===== config.mk =====
export PLATFORM = sky130hd
export DESIGN_NAME = sdram_cmd_issuer
export DESIGN_NICKNAME = d
export VERILOG_FILES = /design/src/rtl/sdcmd_pkg.sv /design/src/rtl/sdcmd_bus_port.sv /design/src/rtl/sdcmd_trp_guard.sv /design/src/rtl/sdcmd_pin_drive.sv /design/src/rtl/sdram_cmd_issuer.sv
export SDC_FILE = /design/constraint.sdc
export NUM_CORES = 1
export LEC_CHECK = 0
export ABC_AREA = 1
export BUFFER_PORTS_ARGS = -buffer_cell sky130_fd_sc_hd__buf_2
export CAP_MARGIN = 20
export CORE_ASPECT_RATIO = 1.5
export CORE_MARGIN = 1
export CORE_UTILIZATION = 50
export CTS_CLUSTER_SIZE = 10
export DETAILED_ROUTE_END_ITERATION = 8
export HOLD_SLACK_MARGIN = 0.06
export PLACE_DENSITY_LB_ADDON = 0.1
export SLEW_MARGIN = 10
export SYNTH_ARGS = -nofsm -noshare
export SYNTH_HDL_FRONTEND = slang
export SYNTH_SLANG_ARGS = --single-unit
export TNS_END_PERCENT = 10

===== constraint.sdc =====
create_clock -name clk -period 2.2 [get_ports clk]
set_input_delay 0.44 -clock clk [delete_from_list [all_inputs] [get_ports clk]]
set_output_delay 0.44 -clock clk [all_outputs]
set_load 0.02 [all_outputs]

===== src/rtl/sdcmd_pkg.sv =====
`timescale 1ns/1ps
package sdcmd_pkg;

    localparam int A10_IDX = 10;

    localparam logic [2:0] MODE_NORMAL    = 3'b000;
    localparam logic [2:0] MODE_PRECHARGE = 3'b001;
    localparam logic [2:0] MODE_REFRESH   = 3'b010;

    typedef enum logic [2:0] {
        K_NONE,
        K_PRE_ONE,
        K_PRE_ALL,
        K_REFRESH,
        K_ACTIVE
    } cmd_kind_e;

    typedef struct packed {
        logic ras_n;
        logic cas_n;
        logic we_n;
    } cmd_pins_t;

    function automatic cmd_pins_t pins_for(cmd_kind_e k);
        case (k)
            K_PRE_ONE, K_PRE_ALL: pins_for = '{ras_n: 1'b0, cas_n: 1'b1, we_n: 1'b0};
            K_REFRESH:            pins_for = '{ras_n: 1'b0, cas_n: 1'b0, we_n: 1'b1};
            K_ACTIVE:             pins_for = '{ras_n: 1'b0, cas_n: 1'b1, we_n: 1'b1};
            default:              pins_for = '{ras_n: 1'b1, cas_n: 1'b1, we_n: 1'b1};
        endcase
    endfunction

    function automatic cmd_kind_e kind_for_mode(logic [2:0] m, logic a10);
        case (m)
            MODE_PRECHARGE: kind_for_mode = a10 ? K_PRE_ALL : K_PRE_ONE;
            MODE_REFRESH:   kind_for_mode = K_REFRESH;
            default:        kind_for_mode = K_NONE;
        endcase
    endfunction

endpackage


===== src/rtl/sdcmd_bus_port.sv =====
`timescale 1ns/1ps
module sdcmd_bus_port
    import sdcmd_pkg::*;
#(
    parameter int CHIP_W = 1,
    parameter int BANK_W = 2,
    parameter int ROW_W  = 13,
    localparam int ADDR_W = CHIP_W + BANK_W + ROW_W
) (
    input  logic              clk,
    input  logic              rst,
    input  logic [2:0]        mode,
    input  logic              bus_sel,
    input  logic [ADDR_W-1:0] bus_addr,
    output logic              bus_ready,
    output cmd_kind_e         issue_kind,
    output logic [CHIP_W-1:0] f_chip,
    output logic [BANK_W-1:0] f_bank,
    output logic [ROW_W-1:0]  f_row
);
    logic busy;
    logic accept;

    assign f_row     = bus_addr[ROW_W-1:0];
    assign f_bank    = bus_addr[ROW_W +: BANK_W];
    assign f_chip    = bus_addr[ADDR_W-1 -: CHIP_W];
    assign bus_ready = !busy;
    assign accept    = bus_sel && !busy;

    always_comb begin
        issue_kind = K_NONE;
        if (accept)
            issue_kind = kind_for_mode(mode, f_row[A10_IDX]);
    end

    always_ff @(posedge clk) begin
        if (rst) busy <= 1'b0;
        else     busy <= accept;
    end


    ready_drop_chk: assert property (@(posedge clk) disable iff (rst)
        (bus_sel && bus_ready) |=> !bus_ready);


    ready_return_chk: assert property (@(posedge clk) disable iff (rst)
        !bus_ready |=> bus_ready);

endmodule


===== src/rtl/sdcmd_trp_guard.sv =====
`timescale 1ns/1ps
module sdcmd_trp_guard #(
    parameter int NUM_BANKS = 4,
    parameter int BANK_W    = 2,
    parameter int TRP       = 2
) (
    input  logic              clk,
    input  logic              rst,
    input  logic              pre_one,
    input  logic              pre_all,
    input  logic [BANK_W-1:0] pre_bank,
    input  logic [BANK_W-1:0] query_bank,
    output logic              blocked
);
    localparam int CNT_W = $clog2(TRP + 1);
    localparam logic [CNT_W-1:0] LOAD = CNT_W'(TRP - 1);

    logic [CNT_W-1:0]     all_cnt;
    logic [NUM_BANKS-1:0] bank_blk;

    for (genvar b = 0; b < NUM_BANKS; b++) begin : g_bank
        logic [CNT_W-1:0] cnt;
        always_ff @(posedge clk) begin
            if (rst)
                cnt <= '0;
            else if (pre_one && pre_bank == BANK_W'(b))
                cnt <= LOAD;
            else if (cnt != '0)
                cnt <= cnt - 1'b1;
        end
        assign bank_blk[b] = (cnt != '0);
    end

    always_ff @(posedge clk) begin
        if (rst)
            all_cnt <= '0;
        else if (pre_all)
            all_cnt <= LOAD;
        else if (all_cnt != '0)
            all_cnt <= all_cnt - 1'b1;
    end

    assign blocked = bank_blk[query_bank] || (all_cnt != '0);

    if (TRP > 1) begin : g_chk

        bank_hold_chk: assert property (@(posedge clk) disable iff (rst)
            pre_one |=> bank_blk[$past(pre_bank)]);


        all_hold_chk: assert property (@(posedge clk) disable iff (rst)
            pre_all |=> blocked);
    end

endmodule


===== src/rtl/sdcmd_pin_drive.sv =====
`timescale 1ns/1ps
module sdcmd_pin_drive
    import sdcmd_pkg::*;
#(
    parameter int NUM_CHIPS = 2,
    parameter int CHIP_W    = 1,
    parameter int BANK_W    = 2,
    parameter int ROW_W     = 13
) (
    input  logic                 clk,
    input  logic                 rst,
    input  cmd_kind_e            kind,
    input  logic [CHIP_W-1:0]    chip,
    input  logic [BANK_W-1:0]    bank,
    input  logic [ROW_W-1:0]     row,
    output logic [NUM_CHIPS-1:0] cs_n,
    output logic                 ras_n,
    output logic                 cas_n,
    output logic                 we_n,
    output logic [BANK_W-1:0]    ba,
    output logic [ROW_W-1:0]     a
);
    cmd_pins_t nxt_pins;
    assign nxt_pins = pins_for(kind);

    always_ff @(posedge clk) begin
        if (rst) begin
            cs_n  <= '1;
            ras_n <= 1'b1;
            cas_n <= 1'b1;
            we_n  <= 1'b1;
            ba    <= '0;
            a     <= '0;
        end else begin
            cs_n  <= '1;
            ras_n <= nxt_pins.ras_n;
            cas_n <= nxt_pins.cas_n;
            we_n  <= nxt_pins.we_n;
            ba    <= '0;
            a     <= '0;
            if (kind != K_NONE)
                cs_n[chip] <= 1'b0;
            case (kind)
                K_PRE_ONE: begin ba <= bank; a <= row; end
                K_PRE_ALL: a <= row;
                K_ACTIVE:  begin ba <= bank; a <= row; end
                default: ;
            endcase
        end
    end


    one_select_chk: assert property (@(posedge clk) disable iff (rst)
        $onehot0(~cs_n));


    cmd_one_clock_chk: assert property (@(posedge clk) disable iff (rst)
        (!ras_n && kind == K_NONE) |=> (&cs_n && ras_n));

endmodule


===== src/rtl/sdram_cmd_issuer.sv =====
`timescale 1ns/1ps
module sdram_cmd_issuer
    import sdcmd_pkg::*;
#(
    parameter int NUM_CHIPS = 2,
    parameter int NUM_BANKS = 4,
    parameter int ROW_W     = 13,
    parameter int TRP       = 2,
    localparam int CHIP_W = $clog2(NUM_CHIPS),
    localparam int BANK_W = $clog2(NUM_BANKS),
    localparam int ADDR_W = CHIP_W + BANK_W + ROW_W
) (
    input  logic                 clk,
    input  logic                 rst,
    input  logic [2:0]           mode,
    input  logic                 bus_sel,
    input  logic                 bus_write,
    input  logic [ADDR_W-1:0]    bus_addr,
    output logic                 bus_ready,
    output logic [1:0]           bus_resp,
    input  logic                 act_req,
    input  logic [CHIP_W-1:0]    act_chip,
    input  logic [BANK_W-1:0]    act_bank,
    input  logic [ROW_W-1:0]     act_row,
    output logic                 act_ready,
    output logic [NUM_CHIPS-1:0] sd_cs_n,
    output logic                 sd_ras_n,
    output logic                 sd_cas_n,
    output logic                 sd_we_n,
    output logic [BANK_W-1:0]    sd_ba,
    output logic [ROW_W-1:0]     sd_a,
    output logic                 sd_dq_oe
);
    cmd_kind_e             bus_kind;
    logic [CHIP_W-1:0]     bus_chip;
    logic [BANK_W-1:0]     bus_bank;
    logic [ROW_W-1:0]      bus_row;
    logic [NUM_CHIPS-1:0]  chip_blocked;
    logic                  act_fire;
    cmd_kind_e             sel_kind;
    logic [CHIP_W-1:0]     sel_chip;
    logic [BANK_W-1:0]     sel_bank;
    logic [ROW_W-1:0]      sel_row;

    sdcmd_bus_port #(.CHIP_W(CHIP_W), .BANK_W(BANK_W), .ROW_W(ROW_W)) u_port (
        .clk        (clk),
        .rst        (rst),
        .mode       (mode),
        .bus_sel    (bus_sel),
        .bus_addr   (bus_addr),
        .bus_ready  (bus_ready),
        .issue_kind (bus_kind),
        .f_chip     (bus_chip),
        .f_bank     (bus_bank),
        .f_row      (bus_row)
    );

    for (genvar c = 0; c < NUM_CHIPS; c++) begin : g_chip
        logic hit;
        assign hit = (bus_chip == CHIP_W'(c));
        sdcmd_trp_guard #(.NUM_BANKS(NUM_BANKS), .BANK_W(BANK_W), .TRP(TRP)) u_guard (
            .clk        (clk),
            .rst        (rst),
            .pre_one    (hit && bus_kind == K_PRE_ONE),
            .pre_all    (hit && bus_kind == K_PRE_ALL),
            .pre_bank   (bus_bank),
            .query_bank (act_bank),
            .blocked    (chip_blocked[c])
        );
    end

    assign act_ready = (bus_kind == K_NONE) && !chip_blocked[act_chip];
    assign act_fire  = act_req && act_ready;

    always_comb begin
        sel_kind = bus_kind;
        sel_chip = bus_chip;
        sel_bank = bus_bank;
        sel_row  = bus_row;
        if (bus_kind == K_REFRESH) begin
            sel_bank = '0;
            sel_row  = '0;
        end
        if (bus_kind == K_NONE) begin
            sel_kind = act_fire ? K_ACTIVE : K_NONE;
            sel_chip = act_chip;
            sel_bank = act_bank;
            sel_row  = act_row;
        end
    end

    sdcmd_pin_drive #(.NUM_CHIPS(NUM_CHIPS), .CHIP_W(CHIP_W), .BANK_W(BANK_W),
                      .ROW_W(ROW_W)) u_pins (
        .clk   (clk),
        .rst   (rst),
        .kind  (sel_kind),
        .chip  (sel_chip),
        .bank  (sel_bank),
        .row   (sel_row),
        .cs_n  (sd_cs_n),
        .ras_n (sd_ras_n),
        .cas_n (sd_cas_n),
        .we_n  (sd_we_n),
        .ba    (sd_ba),
        .a     (sd_a)
    );

    assign bus_resp = 2'b00;
    assign sd_dq_oe = 1'b0;


    write_no_drive_chk: assert property (@(posedge clk) disable iff (rst)
        (bus_sel && bus_write) |=> !sd_dq_oe);


    idle_mode_chk: assert property (@(posedge clk) disable iff (rst)
        (bus_sel && bus_ready && mode != MODE_PRECHARGE && mode != MODE_REFRESH && !act_req)
        |=> (&sd_cs_n));


    refresh_zero_addr_chk: assert property (@(posedge clk) disable iff (rst)
        (bus_sel && bus_ready && mode == MODE_REFRESH) |=> (sd_a == '0 && sd_ba == '0 && !sd_cas_n));

endmodule


==> Word level (Yosys, flattened, before mapping) <==
Index checks and enable logic that the tools add are counted.
{ "totals": {"out_inout_bits": 25, "n_memories": 0, "ff_bits": 41, "latch_bits": 0, "romBits": 0, "word_cells": 156, "inputBits": 40, "mem_bits_rw": 0} }
{ "classes": {"mux": 39, "n_shift": 0, "bitwise_logic": 5, "n_addsub": 10, "n_reduce_logical": 59, "n_mul": 0, "n_eq_ne": 12, "n_div": 0, "magnitude_cmp": 4} }
{ "op_table": {"columns": ["cell", "n"], "rows": [
  ["nonzero test 2 bit", 20],
  ["OR reduction 2 bit", 15],
  ["2-to-1 mux 1 bit", 26],
  ["2-to-1 mux 13 bit", 2],
  ["subtractor 2 x 1 -> 2 bit, second input constant", 10],
  ["logical AND 1 bit", 16],
  ["== test 3 x 2 -> 1 bit, second input constant", 5],
  ["== test 3 x 1 -> 1 bit, second input constant", 3],
  ["2-to-1 mux 3 bit", 3],
  ["one-hot mux 3 bit (3 select lines)", 1],
  ["2-to-1 mux 2 bit", 3],
  ["one-hot mux 3 bit (2 select lines)", 1],
  ["binary-select mux 1 bit (select 2 bit)", 2],
  ["== test 2 bit, second input constant", 2],
  ["less-than comparator 1 x 2 -> 1 bit, second input constant", 2],
  ["inverter 1 bit", 4],
  ["== test 3 bit, second input constant", 1],
  ["zero test 3 bit", 1],
  ["less-than comparator 2 x 3 -> 1 bit, second input constant", 1],
  ["nonzero test 3 bit", 1],
  ["OR reduction 3 bit", 1],
  ["== test 2 x 1 -> 1 bit, second input constant", 1],
  ["zero test 1 bit", 2],
  ["zero test 2 bit", 1],
  ["4 further kinds", 5]
]} }

==> Logic depth before layout (Yosys ltp) <==
{ "logic_depth": {"depth_word": 15, "ltp_mapped": 16, "mapped_depth_nobuf": 15} }

==> Hierarchy <==
Synthesis repeated with hierarchy kept, for this count alone.
{ "unflattened": {"hier_cells": 355, "area_unflattened_um2": 2324.7} }
{ "modules_own_cells": {"columns": ["mod", "seq_area_each_um2", "cells_each", "area_per_inst_um2", "n_inst"], "rows": [
  ["sdcmd_trp_guard", 200.2, 88, 559.3, 2],
  ["sdcmd_pin_drive", 400.4, 69, 638.1, 1],
  ["sdram_cmd_issuer", 0.0, 80, 364.1, 1],
  ["sdcmd_bus_port", 20.0, 30, 203.9, 1]
]} }

==> Worst setup path before layout <==
OpenSTA, ideal clock, no wires.
{ "synth_timing": {"path_type": "in2reg", "startpoint": "input port mode[1]", "endpoint": "register u_pins.a[8]", "required_time_ns": 2.072, "path_slack_ns": 0.092, "arrival_time_ns": 1.981, "stages": 14, "setup_time_ns": 0.128, "path_buffers": 2, "path_cell_list": "inv_1 > nor2_1 > nand2_1 > a21oi_1 > inv_1 > ha_1 > buf_6 > nand2_1 > nor2_1 > nand3_1 > nand2_2 > nand4_4 > buf_6 > a21oi_4"} }
{ "synth_between": {"elab_chain_len": 12, "elab_cells_between_ends": 18, "cone_classes": "eq/ne (6); mux (6); bitwise (1); reduce/logical (5)"} }
{ "synth_rtl": {"columns": ["item", "line_no", "source"], "rows": [
  ["start: declaration", "sdram_cmd_issuer.sv:15", "input logic [2:0] mode,"],
  ["== test 3 x 2 -> 1 bit or == test 3 x 1 -> 1 bit (tied branches)", "sdcmd_pkg.sv:34", "case (m)"],
  ["one-hot mux 3 bit (2 select lines) *", "sdcmd_pkg.sv:34", null],
  ["2-to-1 mux 3 bit *", "sdcmd_bus_port.sv:32", "if (accept)"],
  ["zero test 3 bit *", "sdram_cmd_issuer.sv:72", "assign act_ready = (bus_kind == K_NONE) && !chip_blocked[act_chip];"],
  ["logical AND 1 bit *", "sdram_cmd_issuer.sv:72", null],
  ["net act_ready", "sdram_cmd_issuer.sv:25", "output logic act_ready,"],
  ["logical AND 1 bit *", "sdram_cmd_issuer.sv:73", "assign act_fire = act_req && act_ready;"],
  ["2-to-1 mux 3 bit *", "sdram_cmd_issuer.sv:85", "sel_kind = act_fire ? K_ACTIVE : K_NONE;"],
  ["2-to-1 mux 3 bit *", "sdram_cmd_issuer.sv:84", "if (bus_kind == K_NONE) begin"],
  ["== test 3 x 1 -> 1 bit (tied with other cells)", "sdcmd_pin_drive.sv:43", "case (kind)"],
  ["OR reduction 3 bit (no line) *", null, null],
  ["inverter 1 bit (no line) *", null, null],
  ["OR reduction 2 bit (no line) *", null, null],
  ["end signal: assignment", "sdcmd_pin_drive.sv:44", "K_PRE_ONE: begin ba <= bank; a <= row; end"],
  ["end signal: assignment", "sdcmd_pin_drive.sv:45", "K_PRE_ALL: a <= row;"],
  ["end signal: assignment", "sdcmd_pin_drive.sv:46", "K_ACTIVE: begin ba <= bank; a <= row; end"],
  ["end: declaration", "sdcmd_pin_drive.sv:21", "output logic [ROW_W-1:0] a"]
]} }
The timed path passes the listed nets; every way through them passes the cells marked *.
A chain may end at the register's enable or synchronous reset.

==> Final worst setup path <==
{ "layout_timing": {"startpoint": "input port mode[1]", "endpoint": "output port act_ready"} }
{ "layout_between": {"elab_chain_len": 5, "elab_cells_between_ends": 6, "cone_classes": "eq/ne (2); mux (2); reduce/logical (2)"} }
{ "layout_rtl": {"columns": ["item", "line_no"], "rows": [
  ["== test 3 x 2 -> 1 bit or == test 3 x 1 -> 1 bit (tied branches)", "sdcmd_pkg.sv:34"],
  ["one-hot mux 3 bit (2 select lines) *", "sdcmd_pkg.sv:34"],
  ["2-to-1 mux 3 bit *", "sdcmd_bus_port.sv:32"],
  ["zero test 3 bit *", "sdram_cmd_issuer.sv:72"],
  ["logical AND 1 bit *", "sdram_cmd_issuer.sv:72"],
  ["end: declaration", "sdram_cmd_issuer.sv:25"]
]} }
Every way passes the cells marked *; elsewhere a longest branch is shown, timed or not.

==> results list <==
- Internal power component: 1.64 mW
- Number of top-level pins: 65
* Post-detailed-routing wire length: 4.32 mm
- Along the worst path, the maximum fanout reaches 4.
- Timing would allow up to 0.482 GHz.
* Dominant combinational cell family by area after synthesis: compound AO/OA/AOI/OAI gates
- In this run the static leakage power is 1.27 nW.
* Crit path capture type: output pin
- Synth Warn #: 0
- Once the floorplan was initialized, standard cells occupied 52.1% of the core.
- Total negative slack: 0 ns
* Part of the total power dissipated in combinational logic: 42.8%
- Clock skew on the completed layout was measured at 0.00401 ns.
* DRC errors left: 0
- Arithmetic-cell share of the synthesized area counting full adders, half adders and majority gates: 9.71%
- TritonCTS built the clock tree.
- Worst Setup Start Kind: primary input
- The critical path in this run is classified as primary input to output pin.
- Final worst-path cycle share: 94.3%
- IR analysis of the VDD net gives a maximum drop of 0.668 mV.
- Unique cell type count in the Yosys netlist: 25
* PwrDens: 1040 nW/um^2
- The min-delay analysis places its worst path in the category primary input to flop.
- CTS Hold Buffers Added: 0
* Launching point of the worst reg2reg path: u_port.busy$_SDFF_PP0_
- Maximum number of pins on one net before global-route repair: 21
- Switching power total: 1.03 mW
- At the end of the flow, the number of nets in the layout was 389.
* Flops & latches, synth: 41
- Post-synthesis mux area share: 0%
- The cell area that synthesis handed to floorplanning was 2060 um^2.
- Summing the areas of all compound-gate instances in the mapped netlist gives 18.4% of the synthesized area.
- Net switching is 38.5% of the power.
* Number of max-slew violations in the final report: 0
- The later pin in the worst-skew pair is clocked with a latency of 0.29 ns.
- Tracing the worst setup path back leads to its startpoint at mode[1].
* Sequential cell fraction of total power: 38.8%
- After Yosys synthesis, and, or, nand and nor cells account for 17.8% of the synthesized area.
- In this run the mean area of a mapped cell was 7.87 um^2.
- The post-route netlist has 29.6% of its cells at a drive strength greater than 1.
- Routed wirelength normalized by instance count: 11.4 um
* Data required time at the worst endpoint: 1.76 ns
- The pre-antenna-repair detailed-routing pass consisted of 6 iterations.
- For this run, the total global-route usage over all layers was measured as 21.5%.
- The die covers 4390 um^2.
* # clock sinks: 41
* Vias in the first global route: 1,656
- Using the TritonRoute via totals, the vias-per-cell ratio works out to 5.01.
- After floorplanning, the core was sized to cover 3960 um^2.
- Clock-pin slew was measured on the worst setup and hold paths at 0.08 ns.
* Outcome: completed
* Sequential cell area fraction in the yosys report: 39.8%
* Number of port buffers: 60
- Number of H-tree branching levels: 2
- Max Cap Viol: 0
- The total overflow left after global routing is 0.
* Number of hold-slack violations in the final timing report: 0
- Cell chosen for the clock root: sky130_fd_sc_hd__clkbuf_8
- Critical path data arrival time: 1.64 ns
- Number of DRC markers in iteration 0: 27
* Total inserted antenna cells: 0
- From bottom edge to top edge, the die measures 80.7 um.
- The floorplan has 28 rows.
* Post-layout min period: 2.08 ns
- Initial antenna violation count: 0
- Synth-to-layout area growth: 24.2%
* Total number of vias: 1,897
- Clk pwr share: 18.4%
- Xor-xnor portion of the synthesized cell area: 0.850%
* Number of standard cells after synthesis: 262
* Half-perimeter wire length after placement: 3.30 mm
- Hold WS: 0.407 ns
* Number of buffers created by CTS: 5
- Global placement routability congestion: 0.796
* Residual antenna-violating net count after detailed routing: 0
- Clock Path Buffers: 2
- Setup Viol. Count Final: 0
* Wire length of the first global-routing pass: 6.81 mm
* Die X: 54.4 um
- In this run the most critical hold path is launched from bus_addr[0].
-- cell families after synthesis --
| logic type | after synthesis |
|---|---|
| AOI/OAI and AO/OA | 52 |
| xor gates and xnor gates | 2 |
| adders and majority gates | 16 |
| buffers and inverters | 65 |
| DFF | 41 |
| other | 1 |
| and+or+nand+nor | 85 |
-- layer usage --
| layer | up-vias | part of all wire (%) | global-route usage [%] |
|---|---|---|---|
| met1 | 848 | 41 | 24.0 |
| met5 | - | 0 | 0 |
| met4 | 0 | 1.8 | 8.46 |
| met2 | 52 | 52 | 37.1 |
| met3 | 9 | 4.6 | 5.30 |
| li1 | 988 | - | - |
-- synth_stat cells --
cell type                   count  share of area (%)
sky130_fd_sc_hd__a2111oi_0      7                3.0
sky130_fd_sc_hd__a211oi_1       1               0.36
sky130_fd_sc_hd__a21oi_1       10                2.4
sky130_fd_sc_hd__a21oi_2        9                3.8
sky130_fd_sc_hd__a21oi_4        1               0.79
sky130_fd_sc_hd__a22oi_1       15                5.5
sky130_fd_sc_hd__a31oi_1        6                1.8
sky130_fd_sc_hd__buf_2          2               0.49
sky130_fd_sc_hd__buf_4          3                1.1
sky130_fd_sc_hd__buf_6          2                1.1
sky130_fd_sc_hd__clkbuf_1       3               0.55
sky130_fd_sc_hd__conb_1         1               0.18
sky130_fd_sc_hd__dfxtp_1       41                 40
sky130_fd_sc_hd__ha_1          16                9.7
sky130_fd_sc_hd__inv_1         54                9.8
sky130_fd_sc_hd__inv_2          1               0.18
sky130_fd_sc_hd__nand2_1       39                7.1
sky130_fd_sc_hd__nand2_2        1               0.30
sky130_fd_sc_hd__nand3_1        9                2.2
sky130_fd_sc_hd__nand4_1        2               0.61
sky130_fd_sc_hd__nand4_4        1                1.0
sky130_fd_sc_hd__nor2_1        23                4.2
sky130_fd_sc_hd__nor3_1        10                2.4
sky130_fd_sc_hd__o21ai_0        3               0.73
sky130_fd_sc_hd__xnor2_1        2               0.85
-- power by group through the flow --
stage | Clock, mW | Sequential [mW] | Combinational (mW)
2_1_floorplan | 0 | 1.08 | 0.827
3_3_place_gp | 0 | 1.05 | 1.09
3_5_place_dp | 0 | 1.06 | 1.12
4_1_cts | 0.502 | 1.04 | 1.13
5_1_grt | 0.533 | 1.07 | 1.32
6_report | 0.492 | 1.04 | 1.14
-- placed cells by master (no fill, tap or decap) --
master                       count
sky130_fd_sc_hd__nand3_1         9
sky130_fd_sc_hd__dfxtp_1        41
sky130_fd_sc_hd__a21oi_2        11
sky130_fd_sc_hd__inv_2           3
sky130_fd_sc_hd__conb_1          3
sky130_fd_sc_hd__nand4_1         2
sky130_fd_sc_hd__a211oi_1        1
sky130_fd_sc_hd__nand4_4         1
sky130_fd_sc_hd__clkinvlp_4      1
sky130_fd_sc_hd__ha_4            1
sky130_fd_sc_hd__a21oi_4         1
sky130_fd_sc_hd__a31oi_1         6
sky130_fd_sc_hd__xnor2_1         2
sky130_fd_sc_hd__clkbuf_4        1
sky130_fd_sc_hd__nor3_1         10
sky130_fd_sc_hd__inv_1          52
sky130_fd_sc_hd__clkbuf_8        5
sky130_fd_sc_hd__a22oi_1        15
sky130_fd_sc_hd__buf_4          12
sky130_fd_sc_hd__a2111oi_0       7
sky130_fd_sc_hd__clkinv_2        2
sky130_fd_sc_hd__nand2_2         2
sky130_fd_sc_hd__buf_2          59
sky130_fd_sc_hd__o21ai_0         3
sky130_fd_sc_hd__nand2_1        38
sky130_fd_sc_hd__ha_1           15
sky130_fd_sc_hd__nor2_1         23
sky130_fd_sc_hd__a21oi_1         8
-- cell type report --
class / count / area [um^2]
fillers: 386 / 1400
clock inverters: 3 / 17.5
well taps: 45 / 56.3
repair buffers: 72 / 393
inverters: 55 / 206
multi-input cells: 158 / 998
flip-flops and latches: 41 / 821
clock buffers: 5 / 68.8
-- flip-flops by register name, indices dropped and copies added (netlist names) --
name and count:
u_pins.cs_n 2, u_pins.a 13, u_port.busy 1, u_pins.ba 2, g_chip.u_guard.g_bank.cnt 16, u_pins.ras_n 1
u_pins.we_n 1, u_pins.cas_n 1, g_chip.u_guard.all_cnt 4
-- critical path: stages --
cell	delay [ns]
sky130_fd_sc_hd__buf_2	0.09
sky130_fd_sc_hd__inv_1	0.07
sky130_fd_sc_hd__nor2_1	0.05
sky130_fd_sc_hd__nand2_1	0.09
sky130_fd_sc_hd__a21oi_2	0.08
sky130_fd_sc_hd__inv_2	0.08
sky130_fd_sc_hd__ha_4	0.15
sky130_fd_sc_hd__nand2_1	0.06
sky130_fd_sc_hd__nor2_1	0.12
sky130_fd_sc_hd__nand3_1	0.11
sky130_fd_sc_hd__nand2_2	0.11
sky130_fd_sc_hd__clkbuf_4	0.18
-- final timing paths --
check	to	slack [ns]	cells past startpoint
max	act_ready	0.12	12
min	u_pins.a[0]$_SDFF_PP0_	0.41	3
max reg2reg	u_pins.a[11]$_SDFF_PP0_	0.42	12
min reg2reg	g_chip[1].u_guard.all_cnt[0]$_SDFFE_PP0P_	0.46	2
-- metrics by stage --
step | std cells | total power, mW | instance area, um^2 | worst slack [ns] | utilization, %
final | 379 | 2.68 | 2560 | 0.125 | 64.7
after global routing | 379 | 2.93 | 2560 | -0.00750 | 64.7
after CTS | 377 | 2.67 | 2530 | 0.0166 | 63.9
after detailed placement | 369 | 2.18 | 2430 | 0.0201 | 61.5
after global placement | 369 | 2.14 | 2430 | 0.0643 | 61.5
after floorplan | 264 | 1.91 | 2070 | 0.0918 | -
-- repair_timing --
item | in CTS | in global routing
pin swaps | 0 | 3
endpoints found under the setup margin | 1 | 1
gates resized for setup | 2 | 6
buffers inserted | 0 | 2
Power figures use the tool's default switching activity.
